`config.mk`:
```
export PLATFORM = sky130hd
export DESIGN_NAME = dtlb_xlat
export DESIGN_NICKNAME = d
export VERILOG_FILES = /design/src/rtl/dtlb_pkg.sv /design/src/rtl/dtlb_table.sv /design/src/rtl/dtlb_perm.sv /design/src/rtl/dtlb_route.sv /design/src/rtl/dtlb_xlat.sv
export SDC_FILE = /design/constraint.sdc
export NUM_CORES = 2
export LEC_CHECK = 0
export BUFFER_PORTS_ARGS = -buffer_cell sky130_fd_sc_hd__buf_2
export CAP_MARGIN = 20
export CORE_MARGIN = 2
export CORE_UTILIZATION = 35
export CTS_BUF_LIST = sky130_fd_sc_hd__clkbuf_4 sky130_fd_sc_hd__clkbuf_8
export CTS_CLUSTER_SIZE = 24
export DETAILED_ROUTE_END_ITERATION = 16
export MAX_ROUTING_LAYER = met4
export SLEW_MARGIN = 20
export SYNTH_ARGS = -nofsm -noshare
export SYNTH_HDL_FRONTEND = slang
export SYNTH_HIERARCHICAL = 1
export SYNTH_SLANG_ARGS = --single-unit
export TNS_END_PERCENT = 30
```
`constraint.sdc`:
```
create_clock -name clk -period 4.9 [get_ports clk]
set_input_delay 0.245 -clock clk [delete_from_list [all_inputs] [get_ports clk]]
set_output_delay 0.245 -clock clk [all_outputs]
set_load 0.01 [all_outputs]
```
`src/rtl/dtlb_pkg.sv`:
```
package dtlb_pkg;

    localparam int VA_IN_W  = 64;
    localparam int VA_W     = 43;
    localparam int PA_W     = 40;
    localparam int PG_BITS  = 13;
    localparam int VPN_W    = VA_W - PG_BITS;
    localparam int PFN_W    = PA_W - PG_BITS;
    localparam int ASN_W    = 8;
    localparam int MODE_W   = 2;
    localparam int N_MODES  = 1 << MODE_W;
    localparam int STAT_W   = 5;
    localparam int FT_W     = 3;

    localparam int ST_WR    = 0;
    localparam int ST_ACV   = 1;
    localparam int ST_FONR  = 2;
    localparam int ST_FONW  = 3;
    localparam int ST_MISS  = 4;

    localparam logic [MODE_W-1:0] MODE_KERNEL = '0;
    localparam logic [1:0]        SP_REGION   = 2'b10;

    typedef enum logic [FT_W-1:0] {
        FT_NONE      = 3'd0,
        FT_ACV       = 3'd1,
        FT_TRAP      = 3'd2,
        FT_MISS      = 3'd3,
        FT_VPTE_MISS = 3'd4
    } ftype_e;

    typedef struct packed {
        logic               valid;
        logic [VPN_W-1:0]   vpn;
        logic [ASN_W-1:0]   asn;
        logic               glob;
    } tlb_tag_t;

    typedef struct packed {
        logic [PFN_W-1:0]   pfn;
        logic [N_MODES-1:0] rd_en;
        logic [N_MODES-1:0] wr_en;
        logic               fonr;
        logic               fonw;
    } tlb_attr_t;

    typedef struct packed {
        tlb_tag_t  tag;
        tlb_attr_t attr;
    } tlb_entry_t;

    typedef struct packed {
        logic              fault;
        ftype_e            ftype;
        logic [STAT_W-1:0] stat;
        logic [PA_W-1:0]   pa;
    } xlat_rsp_t;

    function automatic logic is_canonical(input logic [VA_IN_W-1:0] va);
        logic [VA_IN_W-VA_W:0] upper;
        upper = va[VA_IN_W-1:VA_W-1];
        return (&upper) || (~|upper);
    endfunction

endpackage

```
`src/rtl/dtlb_table.sv`:
```
module dtlb_table
    import dtlb_pkg::*;
#(
    parameter int ENTRIES = 16,
    localparam int IDX_W  = $clog2(ENTRIES)
) (
    input  logic             clk,
    input  logic             rst,
    input  logic             wr_en,
    input  logic [IDX_W-1:0] wr_idx,
    input  tlb_entry_t       wr_entry,
    input  logic [VPN_W-1:0] lk_vpn,
    input  logic [ASN_W-1:0] lk_asn,
    output logic             hit,
    output tlb_attr_t        hit_attr
);

    logic [ENTRIES-1:0] match;
    tlb_attr_t          attr_arr [ENTRIES];

    for (genvar g = 0; g < ENTRIES; g++) begin : g_slot
        tlb_entry_t q;

        always_ff @(posedge clk) begin
            if (rst) begin
                q <= '0;
            end else if (wr_en && (wr_idx == IDX_W'(g))) begin
                q <= wr_entry;
            end
        end

        assign match[g]    = q.tag.valid && (q.tag.vpn == lk_vpn) &&
                             (q.tag.glob || (q.tag.asn == lk_asn));
        assign attr_arr[g] = q.attr;
    end

    // Lowest index wins if software ever leaves two matching entries.
    always_comb begin
        hit_attr = '0;
        for (int i = ENTRIES - 1; i >= 0; i--) begin
            if (match[i]) begin
                hit_attr = attr_arr[i];
            end
        end
    end

    assign hit = |match;

endmodule

```
`src/rtl/dtlb_perm.sv`:
```
module dtlb_perm
    import dtlb_pkg::*;
(
    input  logic               is_write,
    input  logic [MODE_W-1:0]  mode,
    input  logic [N_MODES-1:0] rd_en,
    input  logic [N_MODES-1:0] wr_en,
    input  logic               fonr,
    input  logic               fonw,
    output logic               fault,
    output ftype_e             ftype,
    output logic [STAT_W-1:0]  stat
);

    always_comb begin
        fault = 1'b0;
        ftype = FT_NONE;
        stat  = '0;
        if (is_write) begin
            if (!wr_en[mode]) begin
                fault          = 1'b1;
                ftype          = FT_TRAP;
                stat[ST_WR]    = 1'b1;
                stat[ST_ACV]   = 1'b1;
                stat[ST_FONW]  = fonw;
            end else if (fonw) begin
                fault          = 1'b1;
                ftype          = FT_TRAP;
                stat[ST_WR]    = 1'b1;
                stat[ST_FONW]  = 1'b1;
            end
        end else begin
            if (!rd_en[mode]) begin
                fault          = 1'b1;
                ftype          = FT_ACV;
                stat[ST_ACV]   = 1'b1;
                stat[ST_FONR]  = fonr;
            end else if (fonr) begin
                fault          = 1'b1;
                ftype          = FT_TRAP;
                stat[ST_FONR]  = 1'b1;
            end
        end
    end

endmodule

```
`src/rtl/dtlb_route.sv`:
```
module dtlb_route
    import dtlb_pkg::*;
(
    input  logic [VA_IN_W-1:0] va,
    input  logic               is_write,
    input  logic [MODE_W-1:0]  mode,
    input  logic               phys,
    input  logic               vpte,
    input  logic               sp_en,
    input  logic               hit,
    input  logic [PFN_W-1:0]   hit_pfn,
    input  logic               perm_fault,
    input  ftype_e             perm_ftype,
    input  logic [STAT_W-1:0]  perm_stat,
    output xlat_rsp_t          rsp
);

    logic canon;
    logic in_sp;

    assign canon = is_canonical(va);
    assign in_sp = sp_en && (va[VA_W-1:VA_W-2] == SP_REGION);

    always_comb begin
        rsp = '0;
        if (phys) begin
            rsp.pa = va[PA_W-1:0];
        end else if (!canon) begin
            rsp.fault        = 1'b1;
            rsp.ftype        = FT_TRAP;
            rsp.stat[ST_ACV] = 1'b1;
            rsp.stat[ST_WR]  = is_write;
        end else if (in_sp) begin
            if (mode != MODE_KERNEL) begin
                rsp.fault        = 1'b1;
                rsp.ftype        = FT_ACV;
                rsp.stat[ST_ACV] = 1'b1;
                rsp.stat[ST_WR]  = is_write;
            end else begin
                rsp.pa = va[PA_W-1:0];
            end
        end else if (!hit) begin
            rsp.fault         = 1'b1;
            rsp.ftype         = vpte ? FT_VPTE_MISS : FT_MISS;
            rsp.stat[ST_MISS] = 1'b1;
            rsp.stat[ST_WR]   = is_write;
        end else if (perm_fault) begin
            rsp.fault = 1'b1;
            rsp.ftype = perm_ftype;
            rsp.stat  = perm_stat;
        end else begin
            rsp.pa = {hit_pfn, va[PG_BITS-1:0]};
        end
    end

endmodule

```
`src/rtl/dtlb_xlat.sv`:
```
module dtlb_xlat
    import dtlb_pkg::*;
#(
    parameter int ENTRIES = 16,
    localparam int IDX_W  = $clog2(ENTRIES)
) (
    input  logic               clk,
    input  logic               rst,
    input  logic               req_valid,
    input  logic [VA_IN_W-1:0] req_va,
    input  logic               req_write,
    input  logic [MODE_W-1:0]  req_mode,
    input  logic [ASN_W-1:0]   req_asn,
    input  logic               req_phys,
    input  logic               req_vpte,
    input  logic               sp_en,
    input  logic               fill_en,
    input  logic [IDX_W-1:0]   fill_idx,
    input  logic               fill_valid,
    input  logic [VPN_W-1:0]   fill_vpn,
    input  logic [ASN_W-1:0]   fill_asn,
    input  logic               fill_global,
    input  logic [PFN_W-1:0]   fill_pfn,
    input  logic [N_MODES-1:0] fill_re,
    input  logic [N_MODES-1:0] fill_we,
    input  logic               fill_fonr,
    input  logic               fill_fonw,
    output logic               rsp_valid,
    output logic               rsp_fault,
    output logic [FT_W-1:0]    rsp_ftype,
    output logic [STAT_W-1:0]  rsp_stat,
    output logic [PA_W-1:0]    rsp_pa
);

    tlb_entry_t        fill_entry;
    logic              tbl_hit;
    tlb_attr_t         tbl_attr;
    logic              perm_fault;
    ftype_e            perm_ftype;
    logic [STAT_W-1:0] perm_stat;
    xlat_rsp_t         rsp_d;
    xlat_rsp_t         rsp_q;

    assign fill_entry.tag.valid  = fill_valid;
    assign fill_entry.tag.vpn    = fill_vpn;
    assign fill_entry.tag.asn    = fill_asn;
    assign fill_entry.tag.glob   = fill_global;
    assign fill_entry.attr.pfn   = fill_pfn;
    assign fill_entry.attr.rd_en = fill_re;
    assign fill_entry.attr.wr_en = fill_we;
    assign fill_entry.attr.fonr  = fill_fonr;
    assign fill_entry.attr.fonw  = fill_fonw;

    dtlb_table #(.ENTRIES(ENTRIES)) u_table (
        .clk      (clk),
        .rst      (rst),
        .wr_en    (fill_en),
        .wr_idx   (fill_idx),
        .wr_entry (fill_entry),
        .lk_vpn   (req_va[VA_W-1:PG_BITS]),
        .lk_asn   (req_asn),
        .hit      (tbl_hit),
        .hit_attr (tbl_attr)
    );

    dtlb_perm u_perm (
        .is_write (req_write),
        .mode     (req_mode),
        .rd_en    (tbl_attr.rd_en),
        .wr_en    (tbl_attr.wr_en),
        .fonr     (tbl_attr.fonr),
        .fonw     (tbl_attr.fonw),
        .fault    (perm_fault),
        .ftype    (perm_ftype),
        .stat     (perm_stat)
    );

    dtlb_route u_route (
        .va         (req_va),
        .is_write   (req_write),
        .mode       (req_mode),
        .phys       (req_phys),
        .vpte       (req_vpte),
        .sp_en      (sp_en),
        .hit        (tbl_hit),
        .hit_pfn    (tbl_attr.pfn),
        .perm_fault (perm_fault),
        .perm_ftype (perm_ftype),
        .perm_stat  (perm_stat),
        .rsp        (rsp_d)
    );

    always_ff @(posedge clk) begin
        if (rst) begin
            rsp_valid <= 1'b0;
            rsp_q     <= '0;
        end else begin
            rsp_valid <= req_valid;
            rsp_q     <= req_valid ? rsp_d : '0;
        end
    end

    assign rsp_fault = rsp_q.fault;
    assign rsp_ftype = rsp_q.ftype;
    assign rsp_stat  = rsp_q.stat;
    assign rsp_pa    = rsp_q.pa;

endmodule

```
==> flow_summary.yaml <==
logic_synthesis:
  ys_seq_elements: 1282
  seq_area_frac_synth_pct: 43.7
  ys.warnings.count: 6
  yosysUniqueCellTypes: 86
  synthFlopType: "dfxtp_1"
  synth_area_sq_um: 58700
  synthCells: 7733
  synthArstFlopShare_pct: 0
  netlist.area_leader.share_pct: 43.7
  synth_area_leader_cell: "dfxtp_1"
  synth-edff-count: 0
  syn_avg_cell_area_sq_um: 7.60
  synthTopCellsByArea: "dfxtp_1 (44%), nand2_1 (16%), a21oi_1 (11%), xnor2_1 (7.9%), clkbuf_1 (3.8%)"
place:
  gp_congestion: 0.946
  dp_cells: 9747
  dp_hpwl_mm: 151
  placed_cell_area_sq_um: 62700
  io_buffer_count: 212
timing:
  drv_slew: 0
  min_period_over_period_pct: 98.5
  fin_setup_tns_ns: 0
  worstMarginPinSlew_ns: 1.38
  slew_headroom_pct: 7.96
  hold_violations: 0
  skew_ns: 0.0792
  setup-violations-final: 0
  fmax_mhz: 207
  fin_crit_ns: 4.83
grt:
  gr-total-overflow: 0
  grt_first_pass_wirelength_mm: 351
  grt_antenna_before_repair: 12
  use_met3_pct: 4.68
  grt_max_degree: 235
  grt_pass1_vias: 52151
  use_met1_pct: 35.5
  grt_use_met2_pct: 43.6
  grtUsageTotal_pct: 28.3
  top_usage_layer: "met2"
final_layout:
  final_cells: 10275
  area.growth.synth_to_final_pct: 17.5
  final_layout_size_suffix_gt1_share_pct: 13.7
  finalNetCount: 8046
  fillers: 16781
  final_area_sq_um: 69000
cts:
  clk_pin_slew_ns: 0.06
  clkLatencyLatePin_ns: 1.01
  cts_tree: "done"
  htree_num_levels: 4
  clockRootBuffer: "clkbuf_8"
  numCtsBuffers: 214
  cts.path.max_buffers: 3
  cts.sinks: 1282
route:
  routed_wl_mm: 242
  via_per_inst: 5.47
  final_antenna_net_count: 0
  vias: 56222
  routedWlPerCell_um: 23.6
  dr.first_iter.drc_count: 7290
  firstDrtPassIters: 6
  drc: 0
setup_path:
  start_kind: "flip-flop"
  cp-startpoint: "u_table/g_slot[14].q[39]$_SDFFE_PP0P_"
  slowest_stage: "mux4_2"
  setup.worst_path.end_class: "flip-flop"
  criticalPathCategory: "reg -> reg"
  worstReg2RegStart: "u_table/g_slot[14].q[39]$_SDFFE_PP0P_"
  path_max_fanout: 13
  cp_top_family: "simple AND/OR/NAND/NOR gates"
  crit_buf_inv: 3
  max_stage_delay_ns: 0.58
  worstPathRequired_ns: 5.74
  path_cells: "xor2_1 > nor4_2 > buf_4 > a41o_4 > and3_4 > and2b_4 > a22o_1 > mux2i_1 > o211a_1 > o221ai_2 > mux4_2 > buf_12 > a22oi_2 > nor2b_2 > and2_2 > or3_4 > buf_12 > o311a_2 > and3b_1"
  crit_top_cell: "buf_12"
  crit_arrival_ns: 5.67
power:
  power.density_nw_per_um2: 335
  switchingPower_w: 0.00600
  power_leakage_nw: 23.8
  p_total_w: 0.0231
  clkPwrFrac_pct: 46.3
  combPwrFrac_pct: 7.6
  switching_share_pct: 26.0
  seqPwrFrac_pct: 46.1
  ir_drop_mv: 0.318
  intPower_w: 0.0171
floorplanning:
  die_x_um: 414
  start_util_pct: 35.2
  rows: 150
  die_h_um: 414
  dieArea_sq_um: 171000
  core_sq_um: 167000
  io_pins: 213
status:
  status: "finished, final reports clean"
worst_hold_path:
  hp-class: "in -> reg"
  hp-start: "req_va[27]"
flow_run:
  cap_viol_max_count: 0
## final cells by class
cell class,instances,area [sq um],share of cell area (%)
Multi-Input combinational cell,5594,29700,43.0
Inverter,98,368,0.533
Antenna cell,11,27.5,0.0399
Timing Repair Buffer,693,5670,8.22
Tap cell,2204,2760,4.00
Clock buffer,351,4330,6.28
Clock inverter,42,522,0.756
Sequential cell,1282,25700,37.2
## logic make-up after synthesis
kind of cell | count (synthesis) | share of synthesized area (%)
other | 1 | 0.00638
xor gates and xnor gates | 608 | 9.07
and+or+nand+nor | 3086 | 21.8
AOI/OAI and AO/OA | 1836 | 17.7
muxes | 62 | 1.08
DFF | 1282 | 43.7
buffers and inverters | 858 | 6.63
## flip-flops by register name (all words and copies together), names as in the netlist
signal	count
rsp_fault	1
rsp_ftype	3
rsp_pa	40
rsp_stat	5
rsp_valid	1
u_table/attr_arr	592
u_table/g_slot.q	640
## per-layer routing
metal  vias to the layer above  share of wire (%)
li1                      25732                  -
met5                         -                  0
met1                     26766                 39
met2                      3026                 45
met4                         0                5.8
met3                       698                9.7
## power by group through the flow
| stage | Sequential (W) | Clock (W) | Combinational [W] |
|---|---|---|---|
| 3_5_place_dp | 0.0109 | 0 | 0.00163 |
| 2_1_floorplan | 0.0109 | 0 | 0.000991 |
| 3_3_place_gp | 0.0109 | 0 | 0.00162 |
| 4_1_cts | 0.0106 | 0.0108 | 0.00173 |
| 6_report | 0.0106 | 0.0107 | 0.00176 |
| 5_1_grt | 0.0107 | 0.0113 | 0.00184 |
## worst register-to-register path: stages (launching register included)
cell and delay, ns:
dfxtp_1 0.32, xor2_1 0.17, nor4_2 0.38, buf_4 0.20
a41o_4 0.25, and3_4 0.25, and2b_4 0.25, a22o_1 0.19
mux2i_1 0.22, o211a_1 0.19, o221ai_2 0.14, mux4_2 0.58
buf_12 0.17, a22oi_2 0.24, nor2b_2 0.09, and2_2 0.23
or3_4 0.35, buf_12 0.16, o311a_2 0.12, and3b_1 0.18
## synth_stat cells, drive strengths merged, types with 4 or more instances
cell and n:
nand2 2552, a21oi 1291, dfxtp 1282, clkbuf 601
xnor2 532, o21ai 185, buf 155, nor2 150
nand4 137, inv 98, xor2 76, mux2i 60
and3b 51, nor4 51, o21a 50, a22oi 43
a21boi 37, nand3 36, o221ai 35, o211ai 31
a31oi 23, o31ai 23, or2 23, nand3b 21
nand2b 20, a22o 19, o32ai 19, a221oi 16
o211a 16, o2111ai 15, nor3 14, o311a 13
nor2b 8, and2 6, a41o 5, and3 5
or4 4
## layout by cell type (no fill, tap or decap), types with 15 or more instances in the layout
| master | n |
|---|---|
| o211ai_1 | 29 |
| nand2_1 | 2537 |
| a22o_1 | 19 |
| nand2b_1 | 19 |
| nor2_1 | 134 |
| nand3b_1 | 21 |
| clkbuf_4 | 80 |
| o21ai_0 | 173 |
| or2_2 | 23 |
| o21a_1 | 50 |
| o32ai_1 | 18 |
| nand3_1 | 29 |
| a31oi_1 | 23 |
| inv_1 | 98 |
| a21oi_1 | 1291 |
| xnor2_1 | 528 |
| buf_12 | 54 |
| dfxtp_1 | 1282 |
| and3b_1 | 51 |
| a21boi_0 | 37 |
| dlygate4sd3_1 | 118 |
| o2111ai_1 | 15 |
| nand4_1 | 137 |
| xor2_1 | 76 |
| o221ai_1 | 32 |
| buf_2 | 211 |
| mux2i_1 | 58 |
| o31ai_2 | 19 |
| clkinv_2 | 20 |
| nor4_1 | 37 |
| o211a_1 | 16 |
| buf_4 | 308 |
| a22oi_1 | 42 |
| clkbuf_8 | 271 |
## timing repair
action,4_1_cts,5_1_grt
hold endpoints to repair,1282,0
pin swaps,5,8
endpoints found under the setup margin,37,43
hold buffers,118,0
setup buffers,1,4
gates resized for setup,13,20
## metrics by stage
stage / setup slack [ns] / hold slack, ns / util, %
3_5_place_dp: -0.642 / 0.442 / 37.6
5_1_grt: -0.0340 / 0.0488 / 41.4
3_3_place_gp: -0.613 / 0.437 / 37.6
4_1_cts: 0.0158 / 0.00195 / 41.2
2_1_floorplan: 0.522 / 0.431 / -
6_report: 0.0744 / 0.0795 / 41.4
## final timing paths
kind                                        endpoint  depth (start not counted)  slack, ns
setup reg to reg                rsp_pa[0]$_SDFF_PP0_                         19       0.07
hold / removal                 rsp_pa[27]$_SDFF_PP0_                          5       0.08
hold reg to reg   u_table/attr_arr[540]$_SDFFE_PP0P_                          2       0.45
setup / recovery                rsp_pa[0]$_SDFF_PP0_                         19       0.07
(Power assumes the default switching activity.)
